$ cat src/rtl/dma_seq_pkg.sv
package dma_seq_pkg;

    typedef enum logic [1:0] {
        DIR_M2M = 2'd0,
        DIR_P2M = 2'd1,
        DIR_M2P = 2'd2,
        DIR_RSV = 2'd3
    } dir_e;

    typedef enum logic [1:0] {
        AM_INC  = 2'd0,
        AM_RSV  = 2'd1,
        AM_FIX  = 2'd2,
        AM_WRAP = 2'd3
    } amode_e;

    typedef enum logic [1:0] {
        SZ_BYTE = 2'd0,
        SZ_HALF = 2'd1,
        SZ_WORD = 2'd2
    } size_e;

    typedef enum logic [1:0] {
        ST_IDLE = 2'd0,
        ST_RD   = 2'd1,
        ST_WR   = 2'd2
    } st_e;

    typedef struct packed {
        logic done;
        logic abort;
        logic half;
        logic wrap;
    } evt_t;

    function automatic size_e unit_code(input dir_e dir, input logic [1:0] width);
        if (dir == DIR_P2M || dir == DIR_M2P) begin
            case (width)
                2'd1:    return SZ_BYTE;
                2'd2:    return SZ_HALF;
                default: return SZ_WORD;
            endcase
        end
        return SZ_WORD;
    endfunction

    function automatic logic [2:0] code_bytes(input size_e sz);
        case (sz)
            SZ_BYTE: return 3'd1;
            SZ_HALF: return 3'd2;
            default: return 3'd4;
        endcase
    endfunction

    function automatic logic mode_moves(input amode_e m);
        return (m == AM_INC) || (m == AM_WRAP);
    endfunction

endpackage

$ cat src/rtl/dma_addr_walker.sv
module dma_addr_walker
    import dma_seq_pkg::*;
#(
    parameter int AW = 32
) (
    input  logic          clk,
    input  logic          rst,
    input  logic          clr,
    input  logic          load,
    input  logic          step,
    input  logic [1:0]    mode,
    input  logic [AW-1:0] base,
    input  logic [2:0]    stepb,
    output logic [AW-1:0] addr
);
    localparam int PADW = AW - 3;

    always_ff @(posedge clk) begin
        if (rst || clr) begin
            addr <= '0;
        end else if (load) begin
            addr <= base;
        end else if (step && mode_moves(amode_e'(mode))) begin
            addr <= addr + {{PADW{1'b0}}, stepb};
        end
    end

    // a non-moving mode leaves the pointer untouched by a step
    a_r5_fixed_holds: assert property (@(posedge clk) disable iff (rst)
        (step && !load && !clr && !mode_moves(amode_e'(mode))) |=> $stable(addr));

endmodule

$ cat src/rtl/dma_count_unit.sv
module dma_count_unit #(
    parameter int CW = 16
) (
    input  logic          clk,
    input  logic          rst,
    input  logic          clr,
    input  logic          load,
    input  logic          dec,
    input  logic [CW-1:0] len,
    input  logic [2:0]    stepb,
    output logic [CW-1:0] cnt,
    output logic          last,
    output logic          half_hit
);
    localparam int PADW = CW - 3;

    logic [CW-1:0] step_w;
    logic [CW-1:0] nxt;
    logic [CW-1:0] half_len;

    assign step_w   = {{PADW{1'b0}}, stepb};
    assign nxt      = (cnt > step_w) ? (cnt - step_w) : '0;
    assign half_len = len >> 1;
    assign last     = (nxt == '0);
    assign half_hit = (half_len != '0) && (nxt == half_len);

    always_ff @(posedge clk) begin
        if (rst || clr) begin
            cnt <= '0;
        end else if (load) begin
            cnt <= len;
        end else if (dec) begin
            cnt <= nxt;
        end
    end

    // between loads the remaining count never grows
    a_r4_count_never_grows: assert property (@(posedge clk) disable iff (rst)
        (!load && !clr) |=> (cnt <= $past(cnt)));

endmodule

$ cat src/rtl/dma_rst_timer.sv
module dma_rst_timer #(
    parameter int RST_CYC = 4
) (
    input  logic clk,
    input  logic rst,
    input  logic start,
    output logic busy
);
    localparam int TW = $clog2(RST_CYC + 1);

    logic [TW-1:0] left;

    always_ff @(posedge clk) begin
        if (rst) begin
            left <= '0;
        end else if (start) begin
            left <= TW'(RST_CYC);
        end else if (left != '0) begin
            left <= left - 1'b1;
        end
    end

    assign busy = (left != '0);

    // the reset window only opens after a strobe
    a_r12_window_from_strobe: assert property (@(posedge clk) disable iff (rst)
        $rose(busy) |-> $past(start));

endmodule

$ cat src/rtl/dma_chan_seq.sv
module dma_chan_seq
    import dma_seq_pkg::*;
#(
    parameter int AW      = 32,
    parameter int CW      = 16,
    parameter int RST_CYC = 4
) (
    input  logic          clk,
    input  logic          rst,
    input  logic          cfg_enable,
    input  logic [1:0]    cfg_dir,
    input  logic [1:0]    cfg_src_mode,
    input  logic [1:0]    cfg_dst_mode,
    input  logic [1:0]    cfg_width,
    input  logic [AW-1:0] cfg_src_start,
    input  logic [AW-1:0] cfg_dst_start,
    input  logic [CW-1:0] cfg_len,
    input  logic          trig_set,
    input  logic          soft_rst,
    input  logic          periph_req,
    input  logic          bus_gnt,
    input  logic          bus_err,
    output logic          bus_req,
    output logic          bus_wr,
    output logic [AW-1:0] bus_addr,
    output logic [1:0]    bus_size,
    output logic          run_flag,
    output logic          locked,
    output logic          rst_busy,
    output logic          enable_clear,
    output logic [AW-1:0] cur_src,
    output logic [AW-1:0] cur_dst,
    output logic [CW-1:0] cur_cnt,
    output logic          ev_done,
    output logic          ev_abort,
    output logic          ev_half,
    output logic          ev_wrap
);
    st_e        st_q, st_n;
    evt_t       evt_q, evt_n;
    logic       lock_q;
    dir_e       dir;
    size_e      usz;
    logic [2:0] stepb;
    logic       wrap_mode, rd_ok, wr_ok;
    logic       beat_ok, beat_err, rd_done, wr_done;
    logic       accept, start, reload, load, clr;
    logic       cnt_last, cnt_half;

    assign dir       = dir_e'(cfg_dir);
    assign usz       = unit_code(dir, cfg_width);
    assign stepb     = code_bytes(usz);
    assign wrap_mode = (amode_e'(cfg_src_mode) == AM_WRAP) || (amode_e'(cfg_dst_mode) == AM_WRAP);
    assign rd_ok     = (dir != DIR_P2M) || periph_req;
    assign wr_ok     = (dir != DIR_M2P) || periph_req;

    assign bus_req  = cfg_enable && !rst_busy &&
                      (((st_q == ST_RD) && rd_ok) || ((st_q == ST_WR) && wr_ok));
    assign bus_wr   = (st_q == ST_WR);
    assign bus_addr = bus_wr ? cur_dst : cur_src;
    assign bus_size = usz;

    assign beat_ok  = bus_req && bus_gnt && !bus_err;
    assign beat_err = bus_req && bus_err;
    assign rd_done  = beat_ok && (st_q == ST_RD);
    assign wr_done  = beat_ok && (st_q == ST_WR);

    assign accept = trig_set && cfg_enable && (st_q == ST_IDLE) && !lock_q && !rst_busy && !soft_rst;
    assign start  = accept && (cfg_len != '0);
    assign reload = wr_done && cnt_last && wrap_mode;
    assign load   = start || reload;
    assign clr    = soft_rst || rst_busy;

    dma_addr_walker #(.AW(AW)) u_src (
        .clk(clk), .rst(rst), .clr(clr), .load(load), .step(rd_done),
        .mode(cfg_src_mode), .base(cfg_src_start), .stepb(stepb), .addr(cur_src)
    );

    dma_addr_walker #(.AW(AW)) u_dst (
        .clk(clk), .rst(rst), .clr(clr), .load(load), .step(wr_done),
        .mode(cfg_dst_mode), .base(cfg_dst_start), .stepb(stepb), .addr(cur_dst)
    );

    dma_count_unit #(.CW(CW)) u_cnt (
        .clk(clk), .rst(rst), .clr(clr), .load(load), .dec(wr_done),
        .len(cfg_len), .stepb(stepb), .cnt(cur_cnt), .last(cnt_last), .half_hit(cnt_half)
    );

    dma_rst_timer #(.RST_CYC(RST_CYC)) u_rst (
        .clk(clk), .rst(rst), .start(soft_rst), .busy(rst_busy)
    );

    always_comb begin
        st_n = st_q;
        if (soft_rst || rst_busy) begin
            st_n = ST_IDLE;
        end else begin
            case (st_q)
                ST_IDLE: if (start) st_n = ST_RD;
                ST_RD: begin
                    if (!cfg_enable || beat_err) st_n = ST_IDLE;
                    else if (rd_done)           st_n = ST_WR;
                end
                ST_WR: begin
                    if (!cfg_enable || beat_err)           st_n = ST_IDLE;
                    else if (wr_done && cnt_last && !wrap_mode) st_n = ST_IDLE;
                    else if (wr_done)                      st_n = ST_RD;
                end
                default: st_n = ST_IDLE;
            endcase
        end
    end

    always_comb begin
        evt_n = '0;
        if (!soft_rst && !rst_busy) begin
            evt_n.done  = (wr_done && cnt_last && !wrap_mode) || (accept && (cfg_len == '0));
            evt_n.abort = beat_err;
            evt_n.half  = wr_done && cnt_half && wrap_mode;
            evt_n.wrap  = reload;
        end
    end

    always_ff @(posedge clk) begin
        if (rst) begin
            st_q   <= ST_IDLE;
            evt_q  <= '0;
            lock_q <= 1'b0;
        end else begin
            st_q  <= st_n;
            evt_q <= evt_n;
            if (soft_rst)      lock_q <= 1'b0;
            else if (beat_err) lock_q <= 1'b1;
        end
    end

    assign run_flag     = (st_q != ST_IDLE);
    assign locked       = lock_q;
    assign enable_clear = rst_busy;
    assign ev_done      = evt_q.done;
    assign ev_abort     = evt_q.abort;
    assign ev_half      = evt_q.half;
    assign ev_wrap      = evt_q.wrap;

    // a disabled channel is idle one cycle later
    a_r10_disable_idles: assert property (@(posedge clk) disable iff (rst)
        (!cfg_enable && !soft_rst) |=> !run_flag);

    // an error response stops the channel and reports the abort
    a_r11_error_stops: assert property (@(posedge clk) disable iff (rst)
        (bus_req && bus_err && !soft_rst) |=> (ev_abort && !run_flag && locked));

    // while locked no trigger restarts the channel
    a_r11_locked_stays_idle: assert property (@(posedge clk) disable iff (rst)
        (locked && !soft_rst) |=> !run_flag);

    // completion is reported only from idle
    a_r6_done_is_idle: assert property (@(posedge clk) disable iff (rst)
        ev_done |-> !run_flag);

    // a wrap keeps the channel running
    a_r7_wrap_keeps_running: assert property (@(posedge clk) disable iff (rst)
        ev_wrap |-> run_flag);

    // done, abort and wrap never coincide
    a_r6_end_events_exclusive: assert property (@(posedge clk) disable iff (rst)
        $onehot0({ev_done, ev_abort, ev_wrap}));

endmodule

$ cat config.mk
export PLATFORM = sky130hd
export DESIGN_NAME = dma_chan_seq
export DESIGN_NICKNAME = d
export VERILOG_FILES = /design/src/rtl/dma_seq_pkg.sv /design/src/rtl/dma_addr_walker.sv /design/src/rtl/dma_count_unit.sv /design/src/rtl/dma_rst_timer.sv /design/src/rtl/dma_chan_seq.sv
export SDC_FILE = /design/constraint.sdc
export NUM_CORES = 1
export LEC_CHECK = 0
export ABC_AREA = 1
export BUFFER_PORTS_ARGS = -buffer_cell sky130_fd_sc_hd__buf_2
export CORE_AREA = 4 4 130 132
export CTS_BUF_LIST = sky130_fd_sc_hd__clkbuf_4 sky130_fd_sc_hd__clkbuf_8 sky130_fd_sc_hd__clkbuf_16
export DETAILED_ROUTE_END_ITERATION = 12
export DIE_AREA = 0 0 134 136
export GPL_TIMING_DRIVEN = 0
export PLACE_DENSITY = 0.76
export SLEW_MARGIN = 20
export SYNTH_ARGS = -nofsm -noshare
export SYNTH_HDL_FRONTEND = slang
export SYNTH_HIERARCHICAL = 1
export SYNTH_SLANG_ARGS = --single-unit
$ cat constraint.sdc
create_clock -name clk -period 5.12 [get_ports clk]
set_input_delay 1.024 -clock clk [delete_from_list [all_inputs] [get_ports clk]]
set_output_delay 1.024 -clock clk [all_outputs]
set_load 0.005 [all_outputs]
==> flow_summary.yaml <==
run_status:
  outcome: "complete, no violations"
timing:
  worst_slew_pin_slew_ps: 756
  max_freq_ghz: 0.205
  finClkSkew_ps: 11.7
  post-route-period-util_pct: 95.3
  hold_viol_final: 0
  drv_slew: 0
  finalSetupViolations: 0
  period_minus_slack_ps: 4880
  relSlewSlack_pct: 49.5
  whs_ps: 496
  rsz0062_at_grt: "no"
  timing.final.ws_setup_ps: 239
worst_hold_path:
  min_to: "u_rst/left[0]"
  min-delay-start: "u_rst/left[0]"
  worstHoldPathType: "reg -> reg"
  hold_depth: 2
route:
  postRouteAntennaNets: 0
  totalWireLength_mm: 28.7
  wl_per_cell_um: 15.7
  drc: 0
  viasPerCell: 5.27
  drtIter0Drc: 1029
  drtPass1Iterations: 6
  vias: 9596
power:
  p_sw_share_pct: 29.6
  leakage_nw: 4.59
  p_int_w: 0.00129
  pwr-share-seq_pct: 39.1
  ir_worst_vdd_v: 0.000166
  power_density_nw_per_um2: 193
  switching_power_w: 0.000542
  clkPwrFrac_pct: 41.9
  combPwrFrac_pct: 19.0
synth:
  synth_edf_count: 0
  synth-compound-area-share_pct: 10.5
  synthXorXnorAreaFrac_pct: 2.04
  async_reset_ff_share_pct: 0
  yosys-mux-area-fraction_pct: 0
  synthAdderAreaFrac_pct: 3.20
  yosysUniqueCellTypes: 42
  synthesis.area_um2: 7730
  synth_top_family_by_area: "simple AND/OR/NAND/NOR gates"
  yosysWarnings: 6
  avgSynthCellArea_um2: 5.64
  yosysSeqAreaShare_pct: 23.3
  synthCells: 1370
  yosys_most_used_dff: "dfxtp_1"
  syn_nets: 1484
  ys_ff_latch: 90
  yosys.area_share.simple_pct: 49.9
placement:
  dp_hpwl_mm: 22.6
  dp_cells: 1805
  preCtsSetupSlack_ps: -1070
  port_buffers: 219
  gp_congestion: 0.954
worst_setup_path:
  arrival_ps: 5100
  cp-end-kind: "flop"
  criticalPathCategory: "in -> reg"
  timing.rr.start: "u_cnt/cnt[0]"
  critical_path.max_stage_delay_ps: 310
  crit_top_cell: "nand2_1"
  r2r-end: "u_cnt/cnt[12]"
  startpoint_type: "input pin"
  path_buf_inv: 7
  crit_fanout: 10
  ff2ff_setup_slack_ps: 1280
  rr_worst_depth: 20
  critPathRequiredTime_ps: 5340
  cp_top_family: "simple AND/OR/NAND/NOR gates"
  crit_slowest_cell: "or2_4"
cts:
  path_clk_slew_ps: 70
  insertion_delay_ps: 360
  cts_made_buffers: 9
  cts_buffer_depth: 2
  tritoncts: "yes"
  root_buffer: "clkbuf_16"
  htree_levels: 3
  cts_hold_buf: 0
  cts.sinks: 90
grt:
  grt_pass1_vias: 8647
  antenna_found_initial: 2
  gr-total-overflow: 0
  grt_pass1_wl_mm: 44.1
  grt_usage_pct: 30.4
  grt_start_max_net_pins: 20
layout:
  layout-drive-gt1-share_pct: 21.8
  fin_nets: 1714
  finalNonFillerCells: 1822
  n_fill_cell: 1654
  syn_to_final_growth_pct: 22.9
die:
  die_h_um: 136
  num_rows: 46
  core_area_um2: 15700
  die_area_um2: 18200
  die_x_um: 134
  start_util_pct: 49.2
  io_pins: 220
flow_run:
  max-cap-violations: 0
-- worst register-to-register path: stages, from the launching register on --
cell      delay [ps]
dfxtp_1          370
inv_1             60
ha_1             210
fa_1             400
inv_1             80
nand2_2           80
nand2_4          120
nand2_4           60
nand3_4          110
buf_6            180
nand3_1          150
nand4_1          130
or2_1            150
nor2_2            70
nand2_1          130
o21ai_4          120
clkbuf_4         230
nor2_2           330
buf_1            450
nand4_1          170
a21oi_1          160
-- sequential cells by signal, summed over array words and instances (netlist names) --
name	cells
ev_half	1
ev_done	1
ev_abort	1
u_cnt/cnt	16
u_dst/addr	32
locked	1
u_rst/left	3
u_src/addr	32
st_q	2
ev_wrap	1
-- per-layer routing --
metal  routed length (um)  vias to the layer above  track usage, %
li1                     -                     4765               -
met1                12100                     4323            39.6
met2                13300                      449            50.8
met3                 2510                       57            4.74
met4                  781                        2            11.8
met5                   11                        -               0
-- final cells by class --
type | count | area [um^2] | area share, %
antenna | 1 | 2.50 | 0.0263
clock inverter | 4 | 73.8 | 0.777
clock buffer | 12 | 260 | 2.74
tap | 216 | 270 | 2.84
inverter | 179 | 676 | 7.11
sequential | 90 | 1800 | 19.0
multi-input combinational | 1064 | 5120 | 53.8
timing repair buffer | 222 | 1120 | 11.8
buffer | 34 | 186 | 1.96
-- cells in the mapped netlist, drive strengths merged, types with 5 or more instances --
cell / n / area share (%)
a21oi: 58 / 3.8
a22oi: 9 / 0.87
a31oi: 21 / 1.7
buf: 22 / 1.7
clkbuf: 15 / 0.74
dfxtp: 90 / 23
ha: 15 / 2.4
inv: 177 / 8.6
nand2: 534 / 27
nand3: 105 / 8.0
nand4: 26 / 2.1
nor2: 199 / 12
nor3: 5 / 0.32
o21ai: 51 / 3.3
o21bai: 5 / 0.53
or2: 6 / 0.49
xnor2: 7 / 0.79
xor2: 11 / 1.2
-- logic make-up (layout without fill, tap and decap cells) --
kind of cell / after synthesis / count (layout)
flip-flops: 90 / 90
other: 0 / 1
AO/OA/AOI/OAI: 147 / 147
buffers and inverters: 216 / 451
adder cells (fa/ha/maj): 18 / 18
AND/OR/NAND/NOR: 881 / 881
XOR/XNOR: 18 / 18
-- how the worst max path moves through the flow --
stage               slack [ps]  startpoint             end  cells past startpoint
finish                     240  cfg_dir[0]  u_src/addr[14]                     27
global route                10  cfg_dir[0]  u_src/addr[14]                     27
CTS                         20  cfg_dir[0]  u_src/addr[14]                     27
detailed placement       -1070  cfg_dir[0]   u_cnt/cnt[12]                     24
global placement         -1040  cfg_dir[0]   u_cnt/cnt[12]                     24
floorplan                  380  cfg_dir[0]   u_cnt/cnt[10]                     23
-- cells in the final DEF (no fill, tap or decap), types with 21 or more instances in the layout --
| cell type | instances |
|---|---|
| nand3_1 | 91 |
| inv_1 | 165 |
| buf_2 | 228 |
| o21ai_0 | 45 |
| a31oi_1 | 21 |
| nand2_1 | 513 |
| nor2_1 | 163 |
| dfxtp_1 | 90 |
| nand4_1 | 26 |
| a21oi_1 | 57 |
-- through the flow --
step / utilization [%] / total power (W) / cell area [um^2] / TNS (ps)
final: 60.5 / 0.00184 / 9510 / 0
after global routing: 60.5 / 0.00190 / 9510 / 0
after CTS: 60.3 / 0.00183 / 9470 / 0
after detailed placement: 57.9 / 0.00107 / 9100 / -55820
after global placement: 57.9 / 0.00106 / 9100 / -53340
after floorplan: - / 0.000942 / 7730 / 0
-- repair_timing --
action / in CTS / in global routing
pin swaps: 1 / 2
gates resized for setup: 7 / 16
setup buffers: 3 / 0
setup endpoints to repair: 76 / 70
-- power by group through the flow --
stage	Sequential [W]	Combinational [W]	Clock, W
floorplan	0.000730	0.000212	0
global placement	0.000733	0.000331	0
detailed placement	0.000734	0.000334	0
CTS	0.000717	0.000339	0.000777
global route	0.000719	0.000384	0.000802
finish	0.000718	0.000348	0.000769
Note: power is estimated with default switching activity, not from simulation.
